$ cat src/rtl/scan_ag_pkg.sv
package scan_ag_pkg;
  typedef enum logic [1:0] {
    SEL_BASE   = 2'd0,
    SEL_STEP   = 2'd1,
    SEL_SUBSET = 2'd2,
    SEL_SKIP   = 2'd3
  } cfg_sel_e;
endpackage

$ cat src/rtl/scan_cfg_regs.sv
module scan_cfg_regs #(
  parameter int unsigned AW = 8
) (
  input  logic          clk_i,
  input  logic          rst_ni,
  input  logic          we_i,
  input  logic [1:0]    sel_i,
  input  logic [AW-1:0] data_i,
  output logic [AW-1:0] base_o,
  output logic [AW-1:0] step_o,
  output logic [AW-1:0] subset_o,
  output logic [AW-1:0] skip_o
);
  import scan_ag_pkg::*;

  logic [AW-1:0] field_q [4];

  for (genvar g = 0; g < 4; g++) begin : g_field
    always_ff @(posedge clk_i or negedge rst_ni) begin
      if (!rst_ni)                      field_q[g] <= '0;
      else if (we_i && sel_i == 2'(g)) field_q[g] <= data_i;
    end
  end

  assign base_o   = field_q[SEL_BASE];
  assign step_o   = field_q[SEL_STEP];
  assign subset_o = field_q[SEL_SUBSET];
  assign skip_o   = field_q[SEL_SKIP];

  a_r2_write_lands: assert property (@(posedge clk_i) disable iff (!rst_ni)
    (we_i && sel_i == SEL_STEP) |=> step_o == $past(data_i));
endmodule

$ cat src/rtl/scan_subset_ctr.sv
module scan_subset_ctr #(
  parameter int unsigned AW = 8
) (
  input  logic          clk_i,
  input  logic          rst_ni,
  input  logic          load_i,
  input  logic          adv_i,
  input  logic [AW-1:0] len_i,
  output logic          last_o
);
  logic [AW-1:0] cnt_q;
  logic [AW-1:0] len_q;
  logic [AW-1:0] reload;

  // length 0 wraps to all-ones, giving 2^AW addresses per subset
  assign reload = len_q - AW'(1);
  assign last_o = (cnt_q == '0);

  always_ff @(posedge clk_i or negedge rst_ni) begin
    if (!rst_ni) begin
      cnt_q <= '0;
      len_q <= '0;
    end else if (load_i) begin
      cnt_q <= len_i - AW'(1);
      len_q <= len_i;
    end else if (adv_i) begin
      cnt_q <= last_o ? reload : cnt_q - AW'(1);
    end
  end

  a_r5_load_len1_last: assert property (@(posedge clk_i) disable iff (!rst_ni)
    (load_i && len_i == AW'(1)) |=> last_o);
  a_r5_boundary_reload: assert property (@(posedge clk_i) disable iff (!rst_ni)
    (!load_i && adv_i && last_o && len_q != AW'(1)) |=> !last_o);
endmodule

$ cat src/rtl/scan_addr_accum.sv
module scan_addr_accum #(
  parameter int unsigned AW = 8
) (
  input  logic          clk_i,
  input  logic          rst_ni,
  input  logic          load_i,
  input  logic          adv_i,
  input  logic          last_i,
  input  logic [AW-1:0] base_i,
  input  logic [AW-1:0] step_i,
  input  logic [AW-1:0] skip_i,
  output logic [AW-1:0] addr_o
);
  logic [AW-1:0] step_q, skip_q, addr_q, addr_nxt;

  assign addr_nxt = addr_q + step_q + (last_i ? skip_q : '0);
  assign addr_o   = addr_q;

  always_ff @(posedge clk_i or negedge rst_ni) begin
    if (!rst_ni) begin
      addr_q <= '0;
      step_q <= '0;
      skip_q <= '0;
    end else if (load_i) begin
      addr_q <= base_i;
      step_q <= step_i;
      skip_q <= skip_i;
    end else if (adv_i) begin
      addr_q <= addr_nxt;
    end
  end

  a_r3_load_base: assert property (@(posedge clk_i) disable iff (!rst_ni)
    load_i |=> addr_o == $past(base_i));
  a_r4_plain_step: assert property (@(posedge clk_i) disable iff (!rst_ni)
    (!load_i && adv_i && !last_i) |=> addr_o == $past(addr_o + step_q));
  a_r6_hold: assert property (@(posedge clk_i) disable iff (!rst_ni)
    (!load_i && !adv_i) |=> $stable(addr_o));
endmodule

$ cat src/rtl/scan_addr_gen.sv
module scan_addr_gen #(
  parameter int unsigned AW = 8
) (
  input  logic          clk_i,
  input  logic          rst_ni,
  input  logic          cfg_we_i,
  input  logic [1:0]    cfg_sel_i,
  input  logic [AW-1:0] cfg_data_i,
  input  logic          start_i,
  input  logic          en_i,
  output logic [AW-1:0] addr_o,
  output logic          valid_o
);
  logic [AW-1:0] base, step, subset, skip;
  logic          valid_q, adv, last;

  assign adv     = en_i && valid_q && !start_i;
  assign valid_o = valid_q;

  always_ff @(posedge clk_i or negedge rst_ni) begin
    if (!rst_ni)      valid_q <= 1'b0;
    else if (start_i) valid_q <= 1'b1;
  end

  scan_cfg_regs #(.AW(AW)) u_cfg (
    .clk_i, .rst_ni, .we_i(cfg_we_i), .sel_i(cfg_sel_i), .data_i(cfg_data_i),
    .base_o(base), .step_o(step), .subset_o(subset), .skip_o(skip)
  );

  scan_subset_ctr #(.AW(AW)) u_ctr (
    .clk_i, .rst_ni, .load_i(start_i), .adv_i(adv), .len_i(subset), .last_o(last)
  );

  scan_addr_accum #(.AW(AW)) u_acc (
    .clk_i, .rst_ni, .load_i(start_i), .adv_i(adv), .last_i(last),
    .base_i(base), .step_i(step), .skip_i(skip), .addr_o(addr_o)
  );

  a_r7_idle_until_start: assert property (@(posedge clk_i) disable iff (!rst_ni)
    (!valid_o && !start_i) |=> (!valid_o && addr_o == '0));
  a_r3_valid_sticky: assert property (@(posedge clk_i) disable iff (!rst_ni)
    valid_o |=> valid_o);
endmodule

$ cat config.mk
export PLATFORM = sky130hd
export DESIGN_NAME = scan_addr_gen
export DESIGN_NICKNAME = d
export VERILOG_FILES = /design/src/rtl/scan_ag_pkg.sv /design/src/rtl/scan_cfg_regs.sv /design/src/rtl/scan_subset_ctr.sv /design/src/rtl/scan_addr_accum.sv /design/src/rtl/scan_addr_gen.sv
export SDC_FILE = /design/constraint.sdc
export NUM_CORES = 1
export LEC_CHECK = 0
export BUFFER_PORTS_ARGS = -buffer_cell sky130_fd_sc_hd__buf_2
export CORE_AREA = 3 3 86 88
export DETAILED_ROUTE_END_ITERATION = 6
export DIE_AREA = 0 0 89 91
export PLACE_DENSITY = 0.74
export SETUP_SLACK_MARGIN = 0.4
export SLEW_MARGIN = 20
export SYNTH_ARGS = -nofsm -noshare
export SYNTH_HDL_FRONTEND = slang
export SYNTH_SLANG_ARGS = --single-unit
$ cat constraint.sdc
create_clock -name clk_i -period 2.9 [get_ports clk_i]
set_clock_uncertainty 0.15 [all_clocks]
set_input_delay 0.58 -clock clk_i [delete_from_list [all_inputs] [get_ports clk_i]]
set_output_delay 0.58 -clock clk_i [all_outputs]
set_load 0.02 [all_outputs]
==> results.md, run 1 <==
* EDFF count, synth at 0
* Starting DRT DRC Count at 196
* Nets at 381
* GRT Util Overall at 0.210
* Clk root buf: clkbuf_8
* Routing usage on met1 at 0.287
* Fill cell count at 529
* Vias at 2514
* I/O pin total at 24
* First-pass GRT wire length at 12800 um
* Cell variety after synth at 46
* Required time worst endpoint at 2.96 ns
* Slew @ Worst Pin at 0.576 ns
* P per Cell Area at 829 mW/mm2
* Residual DRC count at 0
* Final GP Congestion at 0.817
* Initial Util at 0.534
* Synth Area per Inst at 12.0 um2
* Fin worst setup slack at -0.0898 ns
* Post-detailed-route wirelength per cell at 18.0 um
* Die ar. at 0.00810 mm2
* Multi-input gate area at 0.00179 mm2
* ANT nets after route at 0
* DR pass1 iterations at 4
* Share of cells above drive strength 1 at 0.428
* DP Worst Slack at -0.0623 ns
* Diode count at 0
* Global routing usage on met3 at 0.0463
* Kind of end point of the critical path: flop
* Achievable Freq at 334 MHz
* Leading area contributor after synthesis: dfrtp_1
* Worst skew pair latency at 0.35 ns
* Number of CTS-inserted buffers at 9
* Post-synthesis cell area at 0.00359 mm2
* Storage element area at 0.00183 mm2
* Critical path peak fanout at 4
* Net Sw Frac at 0.352
* GRT met2 Usage at 0.326
* Internal power at 2.30 mW
* Crit Path Class: reg -> reg
* Area growth syn-to-layout at 19.2%
* Number of synthesized register bits at 73
* Drt via density at 5.78
* CTS Buffer Depth at 2
* Comb power frac at 0.393
* Final HPWL DP at 5400 um
* Initial antenna violation count at 0
* RSZ-0062 raised after global routing: true
* Worst relative slew slack at 0.615
* Post-synth net total at 328
* Critical Path AT at 3.05 ns
* Most Used Layer, Global Route: met2
* Vias in the first global route at 2618
* TritonCTS clock tree: done
* Top-area cell type share of the netlist area at 0.509
* Peak VDD IR at 532 uV
* HP Class: in -> async
* H-tree levels at 3
* Failing checks: setup timing
* Die X at 89 um
* Synth Flop Type: dfrtp_1
* Outcome: complete, but fails checks
* Sequential share of power at 0.414
* Fin crit share at 1.03
* Max-slew violations at 0
* Largest net degree at the start of global routing at 74
* Yosys warning total at 0
* Register area share after synthesis at 0.509
* Clock network fraction of design power at 0.193
* Post-synth ARST share at 1.00
* Core area at 0.00672 mm2
* Sw Pwr at 1.25 mW
* Commonest non-fill, non-tap cells in the layout: dfrtp_1 (72), mux2_2 (52), buf_4 (26), buf_2 (23), nand2_1 (19)
* Number of port buffers at 23
* FP Rows at 30
* Final WL at 7830 um
* Maxcap violations at 0
* Syn Inst Count at 298
* Ranking of synthesized cells by area: dfrtp_1 (51%), mux2_2 (16%), fa_1 (4.5%), o21ai_0 (2.5%), ha_1 (2.4%)
* Final instance area at 0.00428 mm2
* Clock sink count at 73
* Post-DP Area at 0.00398 mm2
* Grt ovf at 0
* Commonest non-fill, non-tap cell in the layout: dfrtp_1
* Final Hold Vio Count at 0
* Leak at 1.89 nW
* DIE HEIGHT at 91 um
* Crit start category: flop
* Clk slew on worst S/H paths at 0.07 ns
* Hold_buf cts at 0
* Min Tclk post-route at 2.99 ns
* Setup violators final at 1
## worst paths after layout
kind,endpoint,from,cells past startpoint,slack [ns]
max in group asynchronous,u_ctr.cnt_q[7],rst_ni,2,2.19
worst min register to register,u_acc.step_q[0],u_cfg.step_o[0],2,0.34
min in group clk_i,u_acc.step_q[0],u_cfg.step_o[0],2,0.34
worst max register to register,u_acc.addr_o[7],u_ctr.cnt_q[3],10,-0.09
worst max-delay path,u_acc.addr_o[7],u_ctr.cnt_q[3],10,-0.09
worst min-delay path,u_ctr.cnt_q[2],rst_ni,2,0.08
## state kept, by name (all words and copies together), names as in the netlist
signal / cells
u_acc.addr_o: 8
u_acc.skip_q: 8
u_acc.step_q: 8
u_cfg.base_o: 8
u_cfg.skip_o: 8
u_cfg.step_o: 8
u_cfg.subset_o: 8
u_ctr.cnt_q: 8
u_ctr.len_q: 8
valid_o: 1
## layout make-up
type	instances	area share
clock buffer	12	0.0339
tap	80	0.0234
sequential	73	0.427
timing repair buffer	53	0.0851
inverter	9	0.00789
clock inverter	3	0.00409
multi-input combinational	205	0.419
## what timing repair did
item                       in CTS  in global routing
setup endpoints to repair       9                  9
pin swaps                      13                  8
buffers inserted                5                  2
resized for setup              11                 11
## power by group through the flow
stage,clock [mW],combinational [mW],sequential (mW)
2_1_floorplan,0,0.803,1.50
3_3_place_gp,0,1.20,1.47
3_5_place_dp,0,1.25,1.48
4_1_cts,0.700,1.30,1.46
5_1_grt,0.744,1.56,1.50
6_report,0.685,1.40,1.47
## critical path: stages (launching register included)
cell and delay, ns:
dfrtp_1 0.40, nor4_2 0.31, buf_4 0.18, and3_4 0.18, fa_2 0.46, fa_2 0.43, a211oi_2 0.22, o21bai_1 0.11
a21oi_1 0.16, xnor2_1 0.13, a31oi_1 0.10
## synth_stat cells, drive strengths merged (3+ instances only)
library cell	n
o21ai	18
xnor2	9
ha	7
and3	9
a31oi	5
clkbuf	8
a21oi	15
dfrtp	73
mux2	52
fa	8
nor4	4
o31ai	3
nand2	19
buf	3
nand3	4
nor2	13
a21o	4
inv	9
nor3	3
a211oi	3
## cell families after synthesis
family	share of synthesized area
muxes	0.169
DFF	0.509
buffers and inverters	0.0209
xor gates and xnor gates	0.0244
AOI/OAI and AO/OA	0.113
and+or+nand+nor	0.0952
adders and majority gates	0.0690
## stage by stage
step                cells  hold slack (ns)  total power, mW   util  setup TNS (ns)
detailed placement    413            0.326             2.73  0.593          -0.110
floorplan             298            0.134             2.30      -          -0.116
finish                435           0.0784             3.55  0.637         -0.0898
global route          435            0.105             3.80  0.637          -0.650
CTS                   433            0.111             3.46  0.626         -0.0682
global placement      413            0.313             2.67  0.593         -0.0165
## routing by layer
layer / up-vias / share of wire
li1: 1186 / -
met1: 1256 / 0.43
met2: 58 / 0.50
met3: 14 / 0.047
met4: 0 / 0.022
met5: - / 0
No activity file was read; power rests on OpenSTA's default activity.
==> run 2: changes to the inputs <==
--- a/config.mk
+++ b/config.mk
@@ -9,7 +9,9 @@
 export CORE_AREA = 3 3 86 88
 export DETAILED_ROUTE_END_ITERATION = 6
 export DIE_AREA = 0 0 89 91
+export MAX_ROUTING_LAYER = met4
 export PLACE_DENSITY = 0.74
+export RECOVER_POWER = 50
 export SETUP_SLACK_MARGIN = 0.4
 export SLEW_MARGIN = 20
 export SYNTH_ARGS = -nofsm -noshare
==> results.md, run 2 (synthesized netlist as in run 1, its figures left out) <==
* ANT nets after route at 0
* Clk slew on worst S/H paths at 0.07 ns
* Worst relative slew slack at -0.171
* Sequential share of power at 0.414
* Internal power at 2.30 mW
* Initial antenna violation count at 0
* Die X at 89 um
* First-pass GRT wire length at 12800 um
* Critical path peak fanout at 4
* H-tree levels at 3
* DR pass1 iterations at 4
* RSZ-0062 raised after global routing: true
* Clock sink count at 73
* Starting DRT DRC Count at 217
* Number of CTS-inserted buffers at 9
* Hold WS at 0.336 ns
* Post-detailed-route wirelength per cell at 18.0 um
* P per Cell Area at 833 mW/mm2
* Most used cell, CP: fa_2
* Achievable Freq at 333 MHz
* Worst skew pair latency at 0.35 ns
* I/O pin total at 24
* # placed instances at 413
* Diode count at 0
* Reg2Reg Capture Point: u_acc.addr_o[7]
* Cell count of the worst reg-to-reg path at 10
* Leak at 1.88 nW
* Maxcap violations at 1
* Required time worst endpoint at 2.95 ns
* Final non-filler cell total at 435
* CP max stage delay at 0.46 ns
* Share of cells above drive strength 1 at 0.428
* Crit-path slowest cell: fa_2
* Crit-path cells: nor4_2 -> buf_4 -> and3_4 -> fa_2 -> fa_2 -> a211oi_2 -> o21bai_1 -> a21oi_1 -> xnor2_1 -> a31oi_1
* Crit start category: flop
* Kind of end point of the critical path: flop
* Drt via density at 5.83
* Residual DRC count at 0
* HP Class: reg -> reg
* Peak VDD IR at 532 uV
* Hold_buf cts at 0
* Outcome: complete, but fails checks
* TritonCTS clock tree: done
* Sw Pwr at 1.25 mW
* Number of port buffers at 23
* Startpoint of the worst register-to-register path: u_ctr.cnt_q[3]
* Initial Util at 0.534
* Slack of the worst reg-to-reg path at -0.10 ns
* Comb power frac at 0.393
* CTS Buffer Depth at 2
* Core area at 0.00672 mm2
* Area growth syn-to-layout at 18.8%
* Die ar. at 0.00810 mm2
* Failing checks: capacitance limit, slew limit, setup timing
* Vias at 2537
* Worst hold stages at 2
* Final GP Congestion at 0.829
* Critical Path AT at 3.05 ns
* Crit Path Class: reg -> reg
* Vias in the first global route at 2621
* DIE HEIGHT at 91 um
* Fin worst setup slack at -0.105 ns
* GRT Util Overall at 0.216
* Nets at 381
* Slew @ Worst Pin at 1.76 ns
* Grt ovf at 0
* FP Rows at 30
* Final HPWL DP at 5400 um
* Fill cell count at 531
* Commonest non-fill, non-tap cell in the layout: dfrtp_1
* Clk root buf: clkbuf_8
* Util after Layout at 0.635
* Clock network fraction of design power at 0.193
* Hold path endpoint: u_acc.step_q[0]
* Largest net degree at the start of global routing at 74
* Setup violators final at 2
* Final WL at 7840 um
* Fin crit share at 1.04
* Min Tclk post-route at 3.00 ns
* Commonest non-fill, non-tap cells in the layout: dfrtp_1 (72), mux2_2 (52), buf_4 (26), buf_2 (23), nand2_1 (19)
* Max-slew violations at 74
* Net Sw Frac at 0.353
* Final Hold Vio Count at 0
* HP Start: u_cfg.step_o[0]
[run 2: cell types whose count changed in the layout (fill, tap and decap cells not counted)]
cell	previous run	this run
buf_12	1	0
clkbuf_2	0	1
[run 2: layout make-up]
cell class | instances | area [um2] | share of cell area
sequential | 73 | 1830 | 0.429
multi-input combinational | 205 | 1790 | 0.420
timing repair buffer | 53 | 349 | 0.0818
clock buffer | 12 | 145 | 0.0340
tap | 80 | 100 | 0.0235
inverter | 9 | 33.8 | 0.00792
clock inverter | 3 | 17.5 | 0.00411
[run 2: power by group through the flow]
stage	Sequential (mW)	Combinational, mW	Clock (mW)
2_1_floorplan	1.50	0.803	0
3_3_place_gp	1.47	1.20	0
3_5_place_dp	1.48	1.25	0
4_1_cts	1.46	1.30	0.700
5_1_grt	1.50	1.55	0.744
6_report	1.47	1.40	0.685
[run 2: repair_timing]
item,in CTS,in global routing
pin swaps,13,8
buffers inserted,5,2
resized for setup,11,11
setup endpoints to repair,9,9
[run 2: through the flow]
| stage | TNS [ns] | setup WS (ns) | total power [mW] | area [um2] |
|---|---|---|---|---|
| final | -0.108 | -0.105 | 3.55 | 4270 |
| after global routing | -0.649 | -0.250 | 3.80 | 4270 |
| after CTS | -0.0682 | -0.0682 | 3.46 | 4210 |
| after detailed placement | -0.110 | -0.0623 | 2.73 | 3980 |
| after global placement | -0.0165 | -0.0165 | 2.67 | 3980 |
| after floorplan | -0.116 | -0.0961 | 2.30 | 3630 |
[run 2: routing by layer]
metal,track usage,wire length (um),up-vias
li1,-,-,1184
met2,0.326,3970,43
met4,0.0782,191,0
met5,-,0,-
met3,0.0454,262,15
met1,0.287,3420,1295
[run 2: worst max path at each step]
stage,start,to,slack (ns),cells after the start
4_1_cts,u_ctr.cnt_q[1],u_acc.addr_o[7],-0.07,10
3_5_place_dp,u_ctr.cnt_q[1],u_acc.addr_o[7],-0.06,10
3_3_place_gp,u_ctr.cnt_q[1],u_acc.addr_o[7],-0.02,10
2_1_floorplan,u_ctr.cnt_q[3],u_acc.addr_o[7],-0.1,11
5_1_grt,u_ctr.cnt_q[1],u_acc.addr_o[7],-0.25,10
6_report,u_ctr.cnt_q[3],u_acc.addr_o[7],-0.10,10
[run 2: critical path: cells and delay by family, from the launching register on]
family / cells / cell delay, ns
adders and majority gates: 2 / 0.89
buffers and inverters: 1 / 0.18
AOI/OAI and AO/OA: 4 / 0.59
and+or+nand+nor: 2 / 0.49
DFF: 1 / 0.40
xor gates and xnor gates: 1 / 0.13
